==> config.mk <==
export PLATFORM = sky130hd
export DESIGN_NAME = csbank_decoder
export DESIGN_NICKNAME = d
export VERILOG_FILES = /design/src/rtl/csdec_pkg.sv /design/src/rtl/csdec_bank_regs.sv /design/src/rtl/csdec_match.sv /design/src/rtl/csdec_prio.sv /design/src/rtl/csbank_decoder.sv
export SDC_FILE = /design/constraint.sdc
export NUM_CORES = 1
export LEC_CHECK = 0
export BUFFER_PORTS_ARGS = -buffer_cell sky130_fd_sc_hd__buf_2
export CORE_MARGIN = 4
export CORE_UTILIZATION = 53
export CTS_BUF_LIST = sky130_fd_sc_hd__clkbuf_8
export CTS_CLUSTER_DIAMETER = 30
export DETAILED_ROUTE_END_ITERATION = 10
export GPL_TIMING_DRIVEN = 0
export PLACE_DENSITY = 0.71
export REMOVE_ABC_BUFFERS = 1
export SETUP_SLACK_MARGIN = 0.3
export SKIP_LAST_GASP = 1
export SLEW_MARGIN = 10
export SYNTH_ARGS = -nofsm -noshare
export SYNTH_HDL_FRONTEND = slang
export SYNTH_SLANG_ARGS = --single-unit
==> constraint.sdc <==
create_clock -name clk -period 5.2 [get_ports clk]
set_input_delay 0.78 -clock clk [delete_from_list [all_inputs] [get_ports clk]]
set_output_delay 0.78 -clock clk [all_outputs]
set_load 0.01 [all_outputs]
==> src/rtl/csdec_pkg.sv <==
package csdec_pkg;
    localparam int CMP_W  = 17;
    localparam int WAIT_W = 4;

    typedef enum logic [1:0] {
        PS_8    = 2'd0,
        PS_16   = 2'd1,
        PS_32   = 2'd2,
        PS_RSVD = 2'd3
    } psize_e;

    typedef struct packed {
        logic [CMP_W-1:0]  base;
        logic              valid;
        logic [CMP_W-1:0]  mask;
        logic [WAIT_W-1:0] waits;
        logic              burst;
        psize_e            psize;
    } bank_cfg_t;

    typedef enum logic [1:0] {
        ST_IDLE = 2'd0,
        ST_HIT  = 2'd1,
        ST_MISS = 2'd2
    } rsp_state_e;
endpackage

==> src/rtl/csdec_bank_regs.sv <==
module csdec_bank_regs
    import csdec_pkg::*;
#(
    parameter int NBANK  = 8,
    parameter int ADDR_W = 32,
    localparam int IDX_W = $clog2(NBANK),
    localparam int CFG_AW = IDX_W + 1
) (
    input  logic                    clk,
    input  logic                    rst_n,
    input  logic                    cfg_we,
    input  logic [CFG_AW-1:0]       cfg_addr,
    input  logic [ADDR_W-1:0]       cfg_wdata,
    output bank_cfg_t [NBANK-1:0]   cfg_o
);
    localparam int FLD_LSB = ADDR_W - CMP_W;

    logic [NBANK-1:0] valid_vec;

    for (genvar g = 0; g < NBANK; g++) begin : g_bank
        logic sel;
        assign sel = cfg_we && (int'(cfg_addr[IDX_W-1:0]) == g);

        always_ff @(posedge clk) begin
            if (!rst_n) begin
                cfg_o[g] <= '0;
            end else if (sel && !cfg_addr[IDX_W]) begin
                cfg_o[g].base  <= cfg_wdata[FLD_LSB +: CMP_W];
                cfg_o[g].valid <= cfg_wdata[0];
            end else if (sel && cfg_addr[IDX_W]) begin
                cfg_o[g].mask  <= cfg_wdata[FLD_LSB +: CMP_W];
                cfg_o[g].waits <= cfg_wdata[4 +: WAIT_W];
                cfg_o[g].burst <= cfg_wdata[2];
                cfg_o[g].psize <= psize_e'(cfg_wdata[1:0]);
            end
        end

        assign valid_vec[g] = cfg_o[g].valid;
    end

    AST_RESET_INVALIDATES: assert property (@(posedge clk)
        !rst_n |=> (valid_vec == '0));
endmodule

==> src/rtl/csdec_match.sv <==
module csdec_match
    import csdec_pkg::*;
#(
    parameter int NBANK  = 8,
    parameter int ADDR_W = 32
) (
    input  logic [ADDR_W-1:0]     addr,
    input  bank_cfg_t [NBANK-1:0] cfg_i,
    output logic [NBANK-1:0]      hit
);
    logic [CMP_W-1:0] upper;
    assign upper = addr[ADDR_W-1 -: CMP_W];

    for (genvar g = 0; g < NBANK; g++) begin : g_cmp
        logic [CMP_W-1:0] diff;
        assign diff   = (upper ^ cfg_i[g].base) & cfg_i[g].mask;
        assign hit[g] = cfg_i[g].valid && (diff == '0);
    end
endmodule

==> src/rtl/csdec_prio.sv <==
module csdec_prio #(
    parameter int NBANK   = 8,
    parameter int NUM_CAL = 4
) (
    input  logic             clk,
    input  logic             rst_n,
    input  logic [NBANK-1:0] hit,
    output logic [NBANK-1:0] grant
);
    always_comb begin
        grant = '0;
        for (int i = NBANK - 1; i >= 0; i--) begin
            if (hit[i]) grant = NBANK'(1) << i;
        end
    end

    AST_CAL_TIER_WINS: assert property (@(posedge clk) disable iff (!rst_n)
        (|hit[NUM_CAL-1:0]) |-> (grant[NBANK-1:NUM_CAL] == '0));
    AST_GRANT_LOWEST: assert property (@(posedge clk) disable iff (!rst_n)
        (grant != '0) |-> ((hit & (grant - NBANK'(1))) == '0));
    AST_GRANT_IF_ANY: assert property (@(posedge clk) disable iff (!rst_n)
        (hit != '0) |-> ($countones(grant) == 1));
endmodule

==> src/rtl/csbank_decoder.sv <==
module csbank_decoder
    import csdec_pkg::*;
#(
    parameter int NUM_CAL = 4,
    parameter int NUM_NRM = 4,
    parameter int ADDR_W  = 32,
    localparam int NBANK  = NUM_CAL + NUM_NRM,
    localparam int CFG_AW = $clog2(NBANK) + 1
) (
    input  logic              clk,
    input  logic              rst_n,
    input  logic              cfg_we,
    input  logic [CFG_AW-1:0] cfg_addr,
    input  logic [ADDR_W-1:0] cfg_wdata,
    input  logic              req_valid,
    input  logic [ADDR_W-1:0] req_addr,
    output logic              rsp_valid,
    output logic [NBANK-1:0]  cs_onehot,
    output logic              rsp_hit,
    output logic              rsp_miss,
    output logic [WAIT_W-1:0] rsp_wait,
    output logic              rsp_burst,
    output logic [1:0]        rsp_psize
);
    bank_cfg_t [NBANK-1:0] cfg;
    logic [NBANK-1:0]      hit, grant;

    csdec_bank_regs #(.NBANK(NBANK), .ADDR_W(ADDR_W)) u_regs (
        .clk(clk), .rst_n(rst_n), .cfg_we(cfg_we), .cfg_addr(cfg_addr),
        .cfg_wdata(cfg_wdata), .cfg_o(cfg)
    );

    csdec_match #(.NBANK(NBANK), .ADDR_W(ADDR_W)) u_match (
        .addr(req_addr), .cfg_i(cfg), .hit(hit)
    );

    csdec_prio #(.NBANK(NBANK), .NUM_CAL(NUM_CAL)) u_prio (
        .clk(clk), .rst_n(rst_n), .hit(hit), .grant(grant)
    );

    // attribute select: OR of the granted bank's fields
    logic [WAIT_W-1:0] sel_wait;
    logic              sel_burst;
    logic [1:0]        sel_psize;

    always_comb begin
        sel_wait  = '0;
        sel_burst = 1'b0;
        sel_psize = '0;
        for (int i = 0; i < NBANK; i++) begin
            if (grant[i]) begin
                sel_wait  = sel_wait  | cfg[i].waits;
                sel_burst = sel_burst | cfg[i].burst;
                sel_psize = sel_psize | 2'(cfg[i].psize);
            end
        end
    end

    // response state machine
    rsp_state_e        st_q, st_d;
    logic [NBANK-1:0]  cs_q;
    logic [WAIT_W-1:0] wait_q;
    logic              burst_q;
    logic [1:0]        psize_q;

    always_comb begin
        if (!req_valid)      st_d = ST_IDLE;  // go_idle
        else if (|grant)     st_d = ST_HIT;   // go_hit
        else                 st_d = ST_MISS;  // go_miss
    end

    always_ff @(posedge clk) begin
        if (!rst_n) begin
            st_q    <= ST_IDLE;
            cs_q    <= '0;
            wait_q  <= '0;
            burst_q <= 1'b0;
            psize_q <= '0;
        end else begin
            st_q <= st_d;
            if (req_valid) begin
                cs_q    <= grant;
                wait_q  <= sel_wait;
                burst_q <= sel_burst;
                psize_q <= sel_psize;
            end
        end
    end

    always_comb begin
        rsp_valid = 1'b0;
        rsp_hit   = 1'b0;
        rsp_miss  = 1'b0;
        cs_onehot = '0;
        rsp_wait  = '0;
        rsp_burst = 1'b0;
        rsp_psize = '0;
        unique case (st_q)
            ST_IDLE: ;
            ST_HIT: begin
                rsp_valid = 1'b1;
                rsp_hit   = 1'b1;
                cs_onehot = cs_q;
                rsp_wait  = wait_q;
                rsp_burst = burst_q;
                rsp_psize = psize_q;
            end
            ST_MISS: begin
                rsp_valid = 1'b1;
                rsp_miss  = 1'b1;
            end
            default: ;
        endcase
    end

    AST_CS_ONEHOT: assert property (@(posedge clk) disable iff (!rst_n)
        $onehot0(cs_onehot));
    AST_HIT_ONE_CS: assert property (@(posedge clk) disable iff (!rst_n)
        rsp_hit |-> ($countones(cs_onehot) == 1));
    AST_MISS_DARK: assert property (@(posedge clk) disable iff (!rst_n)
        rsp_miss |-> (cs_onehot == '0 && rsp_wait == '0 && !rsp_burst
                      && rsp_psize == '0 && !rsp_hit));
    AST_REQ_RESPONDS: assert property (@(posedge clk) disable iff (!rst_n)
        req_valid |=> rsp_valid);
    AST_NO_SPURIOUS: assert property (@(posedge clk) disable iff (!rst_n)
        !req_valid |=> !rsp_valid);
    AST_VALID_IS_HIT_OR_MISS: assert property (@(posedge clk) disable iff (!rst_n)
        rsp_valid |-> (rsp_hit ^ rsp_miss));
endmodule

=== Word-level counts from Yosys, hierarchy flattened ===
Cells that the tools add are included.

* Bits of input ports: 72
* Register bits: 353
* RAM bits: 0
* Bits in read-only memories: 0
* Memories kept: 0
* Latch bits: 0
* Output and inout port bits: 18

* Add/sub/neg operators: 0
* Shift-type cells: 0
* Order comparisons: 0
* Equality and inequality tests: 9
* Divide/modulo/power cells: 0
* Multiply operators: 0
* Reduce and logical (&&, ||, !) cells: 53
* Multiplexer cells: 40
* Bitwise operators: 45

{| class="wikitable"
|+ Operators with widths
! cell !! number
|-
| $and A17 B17 Y17 || 8
|-
| $logic_not A17 Y1 || 8
|-
| $xor A17 B17 Y17 || 8
|-
| $mux W8 || 9
|-
| $mux W4 || 9
|-
| $logic_and A1 B1 Y1 || 32
|-
| $or A4 B4 Y4 || 7
|-
| $mux W2 || 10
|-
| $reduce_and A2 Y1 || 9
|-
| $or A2 B2 Y2 || 7
|-
| $eq A3 B3 Y1 const B || 4
|-
| $mux W1 || 12
|-
| $not A1 Y1 || 8
|-
| $reduce_or A8 Y1 || 1
|-
| $or A1 B1 Y1 || 7
|-
| $eq A3 B2 Y1 const B || 2
|-
| $eq A3 B1 Y1 const B || 1
|-
| $logic_not A3 Y1 || 1
|-
| $eq A2 B1 Y1 const B || 1
|-
| $eq A2 B2 Y1 const B || 1
|-
| $reduce_or A2 Y1 || 1
|-
| $logic_not A1 Y1 || 1
|}

=== Depth between registers and ports, before layout ===
Gate-level depths: netlist (run 1).

* Word-level depth: 27
* Depth in mapped cells: 10

=== Hierarchy ===
From an unflattened synthesis (run 1), not the netlist that was laid out.

* Cell total of the unflattened synthesis: 1528
* Area total of the unflattened synthesis: 15270.9 µm²

{| class="wikitable"
|+ Modules (own cells, without submodules)
! module !! cells an instance !! area each (µm²) !! times used
|-
| csdec_bank_regs || 1145 || 12087.8 || 1
|-
| csdec_match || 259 || 1994.4 || 1
|-
| csbank_decoder || 114 || 1104.8 || 1
|-
| csdec_prio || 10 || 83.8 || 1
|}

=== Least setup slack after synthesis (run 1) ===
Ideal clock, no wire load.

* Path kind: input to register
* Start: in req_addr[17]
* End: reg burst_q
* Stages on the path: 10
* Path buffers: 2
* Data arrival time: 2503 ps
* Library setup time: 134 ps
* Setup slack: 2563 ps
* Path through: buf_4 -> xor2_1 -> a22o_1 -> a221oi_1 -> nand4_2 -> nand4b_2 -> buf_6 -> a21oi_1 -> a2111oi_2 -> a31oi_1

* Cells in the longest elaborated chain, start to end: 26

{| class="wikitable"
|+ RTL lines
! element !! line !! text
|-
| start: declaration || csbank_decoder.sv:16 || <nowiki>input logic [ADDR_W-1:0] req_addr,</nowiki>
|-
| $xor A17 B17 Y17 || csdec_match.sv:16 || <nowiki>assign diff = (upper ^ cfg_i[g].base) & cfg_i[g].mask;</nowiki>
|-
| $and A17 B17 Y17 || csdec_match.sv:16 ||
|-
| $logic_not A17 Y1 || csdec_match.sv:17 || <nowiki>assign hit[g] = cfg_i[g].valid && (diff == '0);</nowiki>
|-
| $logic_and A1 B1 Y1 || csdec_match.sv:17 ||
|-
| $mux W8 (6 in series) || csdec_prio.sv:13 || <nowiki>if (hit[i]) grant = NBANK'(1) << i;</nowiki>
|-
| $mux W8 * || csdec_prio.sv:13 ||
|-
| $mux W1 || csbank_decoder.sv:51 || <nowiki>if (grant[i]) begin</nowiki>
|-
| $or A1 B1 Y1 || csbank_decoder.sv:53 || <nowiki>sel_burst = sel_burst | cfg[i].burst;</nowiki>
|-
| [... 5 more ...] || n/a ||
|-
| $or A1 B1 Y1 || csbank_decoder.sv:53 ||
|-
| $mux W1 || csbank_decoder.sv:51 ||
|-
| $or A1 B1 Y1 || csbank_decoder.sv:53 ||
|-
| $mux W1 || csbank_decoder.sv:51 ||
|-
| $or A1 B1 Y1 || csbank_decoder.sv:53 ||
|-
| $mux W1 || csbank_decoder.sv:51 ||
|-
| $or A1 B1 Y1 || csbank_decoder.sv:53 ||
|-
| $mux W1 * || csbank_decoder.sv:51 ||
|-
| end signal: assignment || csbank_decoder.sv:84 || <nowiki>burst_q <= sel_burst;</nowiki>
|-
| end: declaration || csbank_decoder.sv:63 || <nowiki>logic burst_q;</nowiki>
|}

Mark *: on every way between the ends. The rest lies on a longest branch, timed or not.
A chain may end at the register's enable or synchronous reset.

=== Worst setup path after layout (run 1) ===
* Start: in req_addr[19]
* End: reg psize_q[0]

* Cells in the longest elaborated chain, start to end: 26

{| class="wikitable"
|+ RTL lines
! element !! line !! text
|-
| $xor A17 B17 Y17 || csdec_match.sv:16 ||
|-
| $and A17 B17 Y17 || csdec_match.sv:16 ||
|-
| $logic_not A17 Y1 || csdec_match.sv:17 ||
|-
| $logic_and A1 B1 Y1 || csdec_match.sv:17 ||
|-
| $mux W8 (6 in series) || csdec_prio.sv:13 ||
|-
| $mux W8 * || csdec_prio.sv:13 ||
|-
| $mux W2 || csbank_decoder.sv:51 ||
|-
| $or A2 B2 Y2 || csbank_decoder.sv:54 || <nowiki>sel_psize = sel_psize | 2'(cfg[i].psize);</nowiki>
|-
| [... 5 more ...] || n/a ||
|-
| $or A2 B2 Y2 || csbank_decoder.sv:54 ||
|-
| $mux W2 || csbank_decoder.sv:51 ||
|-
| $or A2 B2 Y2 || csbank_decoder.sv:54 ||
|-
| $mux W2 || csbank_decoder.sv:51 ||
|-
| $or A2 B2 Y2 || csbank_decoder.sv:54 ||
|-
| $mux W2 || csbank_decoder.sv:51 ||
|-
| $or A2 B2 Y2 || csbank_decoder.sv:54 ||
|-
| $mux W2 * || csbank_decoder.sv:51 ||
|-
| end signal: assignment || csbank_decoder.sv:85 || <nowiki>psize_q <= sel_psize;</nowiki>
|-
| end: declaration || csbank_decoder.sv:64 || <nowiki>logic [1:0] psize_q;</nowiki>
|}

Marked as above.

==> metrics.yaml, run 1 <==
antenna_left: 0
ys_types: 47
worst_pin_slew_ns: 1.33
use_met1_pct: 33.8
synthCells: 1936
yosysSeqAreaShare_pct: 44.5
grt_max_degree: 123
hold_path_end: "u_regs.cfg_o[130]$_SDFFE_PN0P_"
numCtsBuffers: 78
start_util_pct: 53.6
r2r-start: "u_regs.cfg_o[40]$_SDFFE_PN0P_"
antenna_found_initial: 5
syn-cell-area_sq_um: 15900
drcViolationCount: 0
ios: 90
firstDrtPassIters: 5
yosys.area.top_type: "dfxtp_1"
hold_depth: 2
critPathMaxFanout: 12
ys.flop_type: "dfxtp_1"
cts_root_buf: "clkbuf_8"
rows: 63
ir_drop_uv: 336
critPathKind: "primary input to flip-flop"
grt_use_total_pct: 27.0
p_total_mw: 6.85
gp_congestion: 0.850
dp_slack_ns: 0.990
die_x_um: 181
min_path_type: "flip-flop to flip-flop"
fin_ws_ns: 1.59
fin_util_pct: 61.5
ff2ff_path_depth: 8
cts_max_level: 3
clkTransAtPathRegs_ns: 0.05
syn2layout_area_growth_pct: 14.8
fill_cells: 2624
min_from: "u_regs.cfg_o[130]$_SDFFE_PN0P_"
relSlewSlack_pct: 11.0
cts_resized: 0
synth_edf_count: 0
drive_gt1_share_pct: 12.6
yosys-top-cells-count: "735 x nand2_1, 353 x dfxtp_1, 335 x a21boi_0, 135 x xor2_1, 131 x clkbuf_1"
rr_endpoint: "psize_q[0]$_SDFFE_PN0P_"
required_ns: 5.66
avgRoutedWirePerCell_um: 19.1
status: "finished, final reports clean"
finClkSkew_ns: 0.0244
yosys_warnings: 0
critPathLaunchType: "primary input"
gr-usage-met2_pct: 45.7
grt_pass1_wl_mm: 70.5
busiest_layer: "met2"
leakage_nw: 6.60
fp.dieH_um: 181
crit_arrival_ns: 4.07
setup_violations: 0
overflow: 0
fin_crit_sh_pct: 69.4
die_area_sq_um: 32800
ys_top_cells_by_area: "dfxtp_1 44%, nand2_1 17%, a21boi_0 16%, xor2_1 7.4%, clkbuf_1 3.1%"
cts_max_path_buffers: 3
cts_hold_buf: 0
final_nets: 2008
rsz0062_at_grt: "false"
yosysMostFrequentCell: "nand2_1"
cts_sinks: 353
final_cells: 2389
finalMaxSlewViolations: 0
dp_cells: 2244
drv_cap: 0
ys_seq_elements: 353
fp.coreArea_sq_um: 29600
fmax_mhz: 277
via_count: 13200
hpwl_mm: 27.8
portBuffers: 66
endpoint_kind: "flip-flop"
r2r_slack_ns: 1.86
clk_latency_ns: 0.60
cts_setup_buffers: 0
yosysTopAreaCellShare_pct: 44.5
met3_usage_pct: 4.83
grt_pass1_vias: 12700
cts_tree: "yes"
synth.avg_cell_area_sq_um: 8.20
period_needed_ns: 3.61
async_reset_ff_share_pct: 0
via_per_inst: 5.51
drtIter0Drc: 1060
p_per_area_nw_per_um2: 376
wl_mm: 45.6
hold_viol: 0
==> critical path, stage by stage <==
cell and delay [ns]:
buf_2 0.40, xor2_1 0.13, a22oi_1 0.23, nand4_1 0.23
nor3_2 1.04, nand4b_2 0.55, a21oi_1 0.10, a2111oi_2 0.43
a31oi_1 0.14
==> layer usage <==
layer	share of wire [%]	vias up	wire length [um]
met5	0.088	-	40
met4	4.1	6	1860
met3	6.4	120	2910
met2	48	472	21700
met1	42	6221	19000
li1	-	6353	-
==> worst max path at each step <==
stage / startpoint / end
5_1_grt: req_addr[19] / wait_q[3]$_SDFFE_PN0P_
2_1_floorplan: req_addr[28] / burst_q$_SDFFE_PN0P_
4_1_cts: req_addr[19] / psize_q[0]$_SDFFE_PN0P_
6_report: req_addr[19] / psize_q[0]$_SDFFE_PN0P_
3_3_place_gp: rst_n / psize_q[0]$_SDFFE_PN0P_
3_5_place_dp: req_addr[19] / psize_q[0]$_SDFFE_PN0P_
==> per-stage QoR <==
stage | TNS (ns) | hold slack (ns) | cell area, sq um
floorplan | 0 | 0.439 | 15200
global placement | -0.348 | 0.449 | 16000
detailed placement | 0 | 0.453 | 16300
CTS | 0 | 0.461 | 18200
global route | 0 | 0.477 | 18200
finish | 0 | 0.460 | 18200
==> layout make-up <==
cell class	count	area (sq um)	share of cell area, %
diodes	2	5.00	0.0274
clock buffers	87	1200	6.57
clock inverters	56	717	3.93
inverters	4	15.0	0.0823
multi-input cells	1419	8140	44.6
flip-flops and latches	353	7070	38.8
well taps	390	488	2.68
repair buffers	78	604	3.31
==> logic make-up after synthesis <==
| logic type | count (synthesis) | synth area share [%] |
|---|---|---|
| compound gates | 435 | 20.9 |
| xor+xnor | 136 | 7.55 |
| fa+ha+maj | 2 | 0.158 |
| buf+inv | 164 | 4.58 |
| flops | 353 | 44.5 |
| mux | 6 | 0.378 |
| simple gates | 840 | 21.9 |
==> sequential cells by signal (all words and copies together), names as in the netlist <==
name,cells
cs_q,8
st_q,2
psize_q,2
burst_q,1
wait_q,4
u_regs.cfg_o,336
==> power breakdown <==
part,switching [mW],internal [mW],total (mW)
registers,0.0198,2.74,2.76
clock network,1.35,2.37,3.71
logic,0.256,0.119,0.375
total,1.62,5.23,6.85
==> cell usage in the layout (no fill, tap or decap), types with 8 or more instances in the layout <==
cell type and count:
a21boi_0 335, a21oi_1 9, a22oi_1 46, and2_1 23, buf_2 65, bufinv_16 16, clkbuf_8 87, clkinv_2 17
clkinvlp_4 10, dfxtp_1 353, inv_1 11, nand2_1 735, nand4_1 8, nand4b_1 8, nor2_1 8, nor2_2 12
nor2b_1 9, xor2_1 135
No activity file was read; power rests on OpenSTA's default activity.
==> inputs of run 2 (changes only) <==
Settings changed: PLACE_DENSITY 0.71 to 0.74.
Clock period 5.2 ns to 3.25 ns, I/O delays scaled along.
==> run 2 against run 1 <==
Compared with the run above: combinational power is 61% higher; sequential power up 60%; worst setup slack lost 1.2 ns; non-clock buffer count is 7 higher; largest cell class unchanged; largest power group unchanged; highest routed layer unchanged.
==> metrics.yaml, run 2 (same netlist as run 1, synthesis figures left out) <==
status: "finished, final reports clean"
fin_crit_sh_pct: 86.4
dp_cells: 2243  # -0.045%
largest_register_ff_count: 336  # unchanged
cts_max_level: 3  # unchanged
p_per_area_nw_per_um2: 556  # +48%
p_total_mw: 9.99  # +46%
cts_tree: "yes"
gp_congestion: 0.837  # -1.6%
fill_cells: 2567  # -2.2%
firstDrtPassIters: 6  # +1
hold_depth: 3  # +1
hpwl_mm: 27.5  # -1.2%
dp_slack_ns: -0.614  # -1.60 ns
fin_ws_ns: 0.441  # -1.15 ns
fp.coreArea_sq_um: 29600  # unchanged
final_nets: 2013  # +0.25%
overflow: 0  # unchanged
cts_max_path_buffers: 3  # unchanged
clk_latency_ns: 0.59  # about the same
ff2ff_path_depth: 8  # unchanged
r2r_slack_ns: 0.44  # -1.42 ns
drtIter0Drc: 1233  # +16%
wl_mm: 45.3  # -0.52%
clkTransAtPathRegs_ns: 0.05  # about the same
die_x_um: 181  # unchanged
endpoint_kind: "flip-flop"
grt_use_total_pct: 26.9  # -0.11 points
multi_input_area_sq_um: 8180  # +0.45%
min_from: "cfg_wdata[1]"
required_ns: 3.69  # -1.97 ns
finalMaxSlewViolations: 0  # unchanged
hold_path_end: "u_regs.cfg_o[1]$_SDFFE_PN0P_"
placed_area_sq_um: 16200  # -0.34%
antenna_found_initial: 3  # -2
cts_sinks: 353  # unchanged
top_regs: "u_regs.cfg_o (336), cs_q (8), wait_q (4)"
mostFrequentLayoutCell: "nand2_1"
ir_drop_uv: 425  # +27%
final_cells: 2381  # -0.33%
fp.dieH_um: 181  # unchanged
rsz0062_at_grt: "false"
crit_arrival_ns: 3.25  # -0.82 ns
cts_hold_buf: 0  # unchanged
holdWs_ns: 0.238  # -0.222 ns
critPathKind: "flip-flop to flip-flop"
min_path_type: "primary input to flip-flop"
cts_root_buf: "clkbuf_8"
period_needed_ns: 2.81
hold_viol: 0  # unchanged
critPathLaunchType: "flip-flop"
die_area_sq_um: 32800  # unchanged
tns_ns: 0  # unchanged
start_util_pct: 53.6  # unchanged
portBuffers: 66  # unchanged
ios: 90  # unchanged
post-route-cell-area_sq_um: 18000  # -1.4%
via_per_inst: 5.57  # +1.0%
avgRoutedWirePerCell_um: 19.0  # -0.19%
finClkSkew_ns: 0.0262  # +0.00178 ns
rows: 63  # unchanged
grt_pass1_vias: 12600  # -0.43%
syn2layout_area_growth_pct: 13.1
rr_endpoint: "psize_q[0]$_SDFFE_PN0P_"
r2r-start: "u_regs.cfg_o[165]$_SDFFE_PN0P_"
seqCellArea_sq_um: 7070  # unchanged
leakage_nw: 6.50  # -1.5%
final_cell_mix: "735 x nand2_1, 353 x dfxtp_1, 335 x a21boi_0, 135 x xor2_1, 90 x clkbuf_8"
relSlewSlack_pct: 16.2  # +5.2 points
crit_chain: "xor2_1 -> a22o_1 -> a221oi_1 -> nand4b_1 -> nand4b_4 -> a21oi_1 -> a2111oi_2 -> a31oi_1"
fmax_mhz: 356
critPathMaxFanout: 11  # -1
grt_max_degree: 168  # +37%
drive_gt1_share_pct: 12.3  # -0.31 points
antenna_left: 0  # unchanged
cpMaxStageDelayCell: "a2111oi_2"
via_count: 13300  # +0.70%
fin_util_pct: 60.6  # -0.88 points
critPathMaxStageDelay_ns: 0.48  # -0.56 ns
drv_cap: 0  # unchanged
numCtsBuffers: 76  # -2.6%
drcViolationCount: 0  # unchanged
grt_pass1_wl_mm: 69.7  # -1.0%
largest-register: "u_regs.cfg_o"
worst_pin_slew_ns: 1.25  # -0.0776 ns
setup_violations: 0  # unchanged
-- run 2: power breakdown --
part	switching, mW	leakage (nW)	internal [mW]
clock network	2.03	0.848	2.93
registers	0.0318	2.85	4.39
logic	0.414	2.80	0.191
total	2.47	6.50	7.51
-- run 2: routing by layer --
layer  track usage [%]  wire [um]  vias to the layer above
li1                  -          -                     6362
met1              34.2      18800                     6249
met2              43.8      21200                      535
met3              5.17       3290                      114
met4              13.6       1930                        4
met5                 0         17                        -
-- run 2: worst max path at each step --
stage,depth (start not counted),start,endpoint,slack [ns]
global placement,3,rst_n,wait_q[0]$_SDFFE_PN0P_,-1.66
floorplan,8,req_addr[28],burst_q$_SDFFE_PN0P_,0.74
CTS,8,u_regs.cfg_o[165]$_SDFFE_PN0P_,psize_q[0]$_SDFFE_PN0P_,0.39
finish,8,u_regs.cfg_o[165]$_SDFFE_PN0P_,psize_q[0]$_SDFFE_PN0P_,0.44
detailed placement,9,req_addr[19],psize_q[0]$_SDFFE_PN0P_,-0.61
global route,8,u_regs.cfg_o[165]$_SDFFE_PN0P_,psize_q[0]$_SDFFE_PN0P_,0.38
-- run 2: worst max-delay path: cells and delay by family, from the launching register on --
family | cells | cell delay, ns
AOI/OAI and AO/OA | 5 | 1.33
xor gates and xnor gates | 1 | 0.16
DFF | 1 | 0.32
and+or+nand+nor | 2 | 0.86
-- run 2: timing repair --
item | 4_1_cts | 5_1_grt
pin swaps | 2 | 0
buffers inserted | 8 | 0
gates resized for setup | 1 | 2
endpoints found under the setup margin | 9 | 2
gates cloned | 0 | 0
-- run 2: cell type report --
type                            instances  area share, %
Clock buffer                           90           6.89
Sequential cell                       353           39.3
Inverter                                4         0.0835
Clock inverter                         39           1.91
Antenna cell                            1         0.0139
Multi-Input combinational cell       1419           45.5
Timing Repair Buffer                   85           3.57
Tap cell                              390           2.72
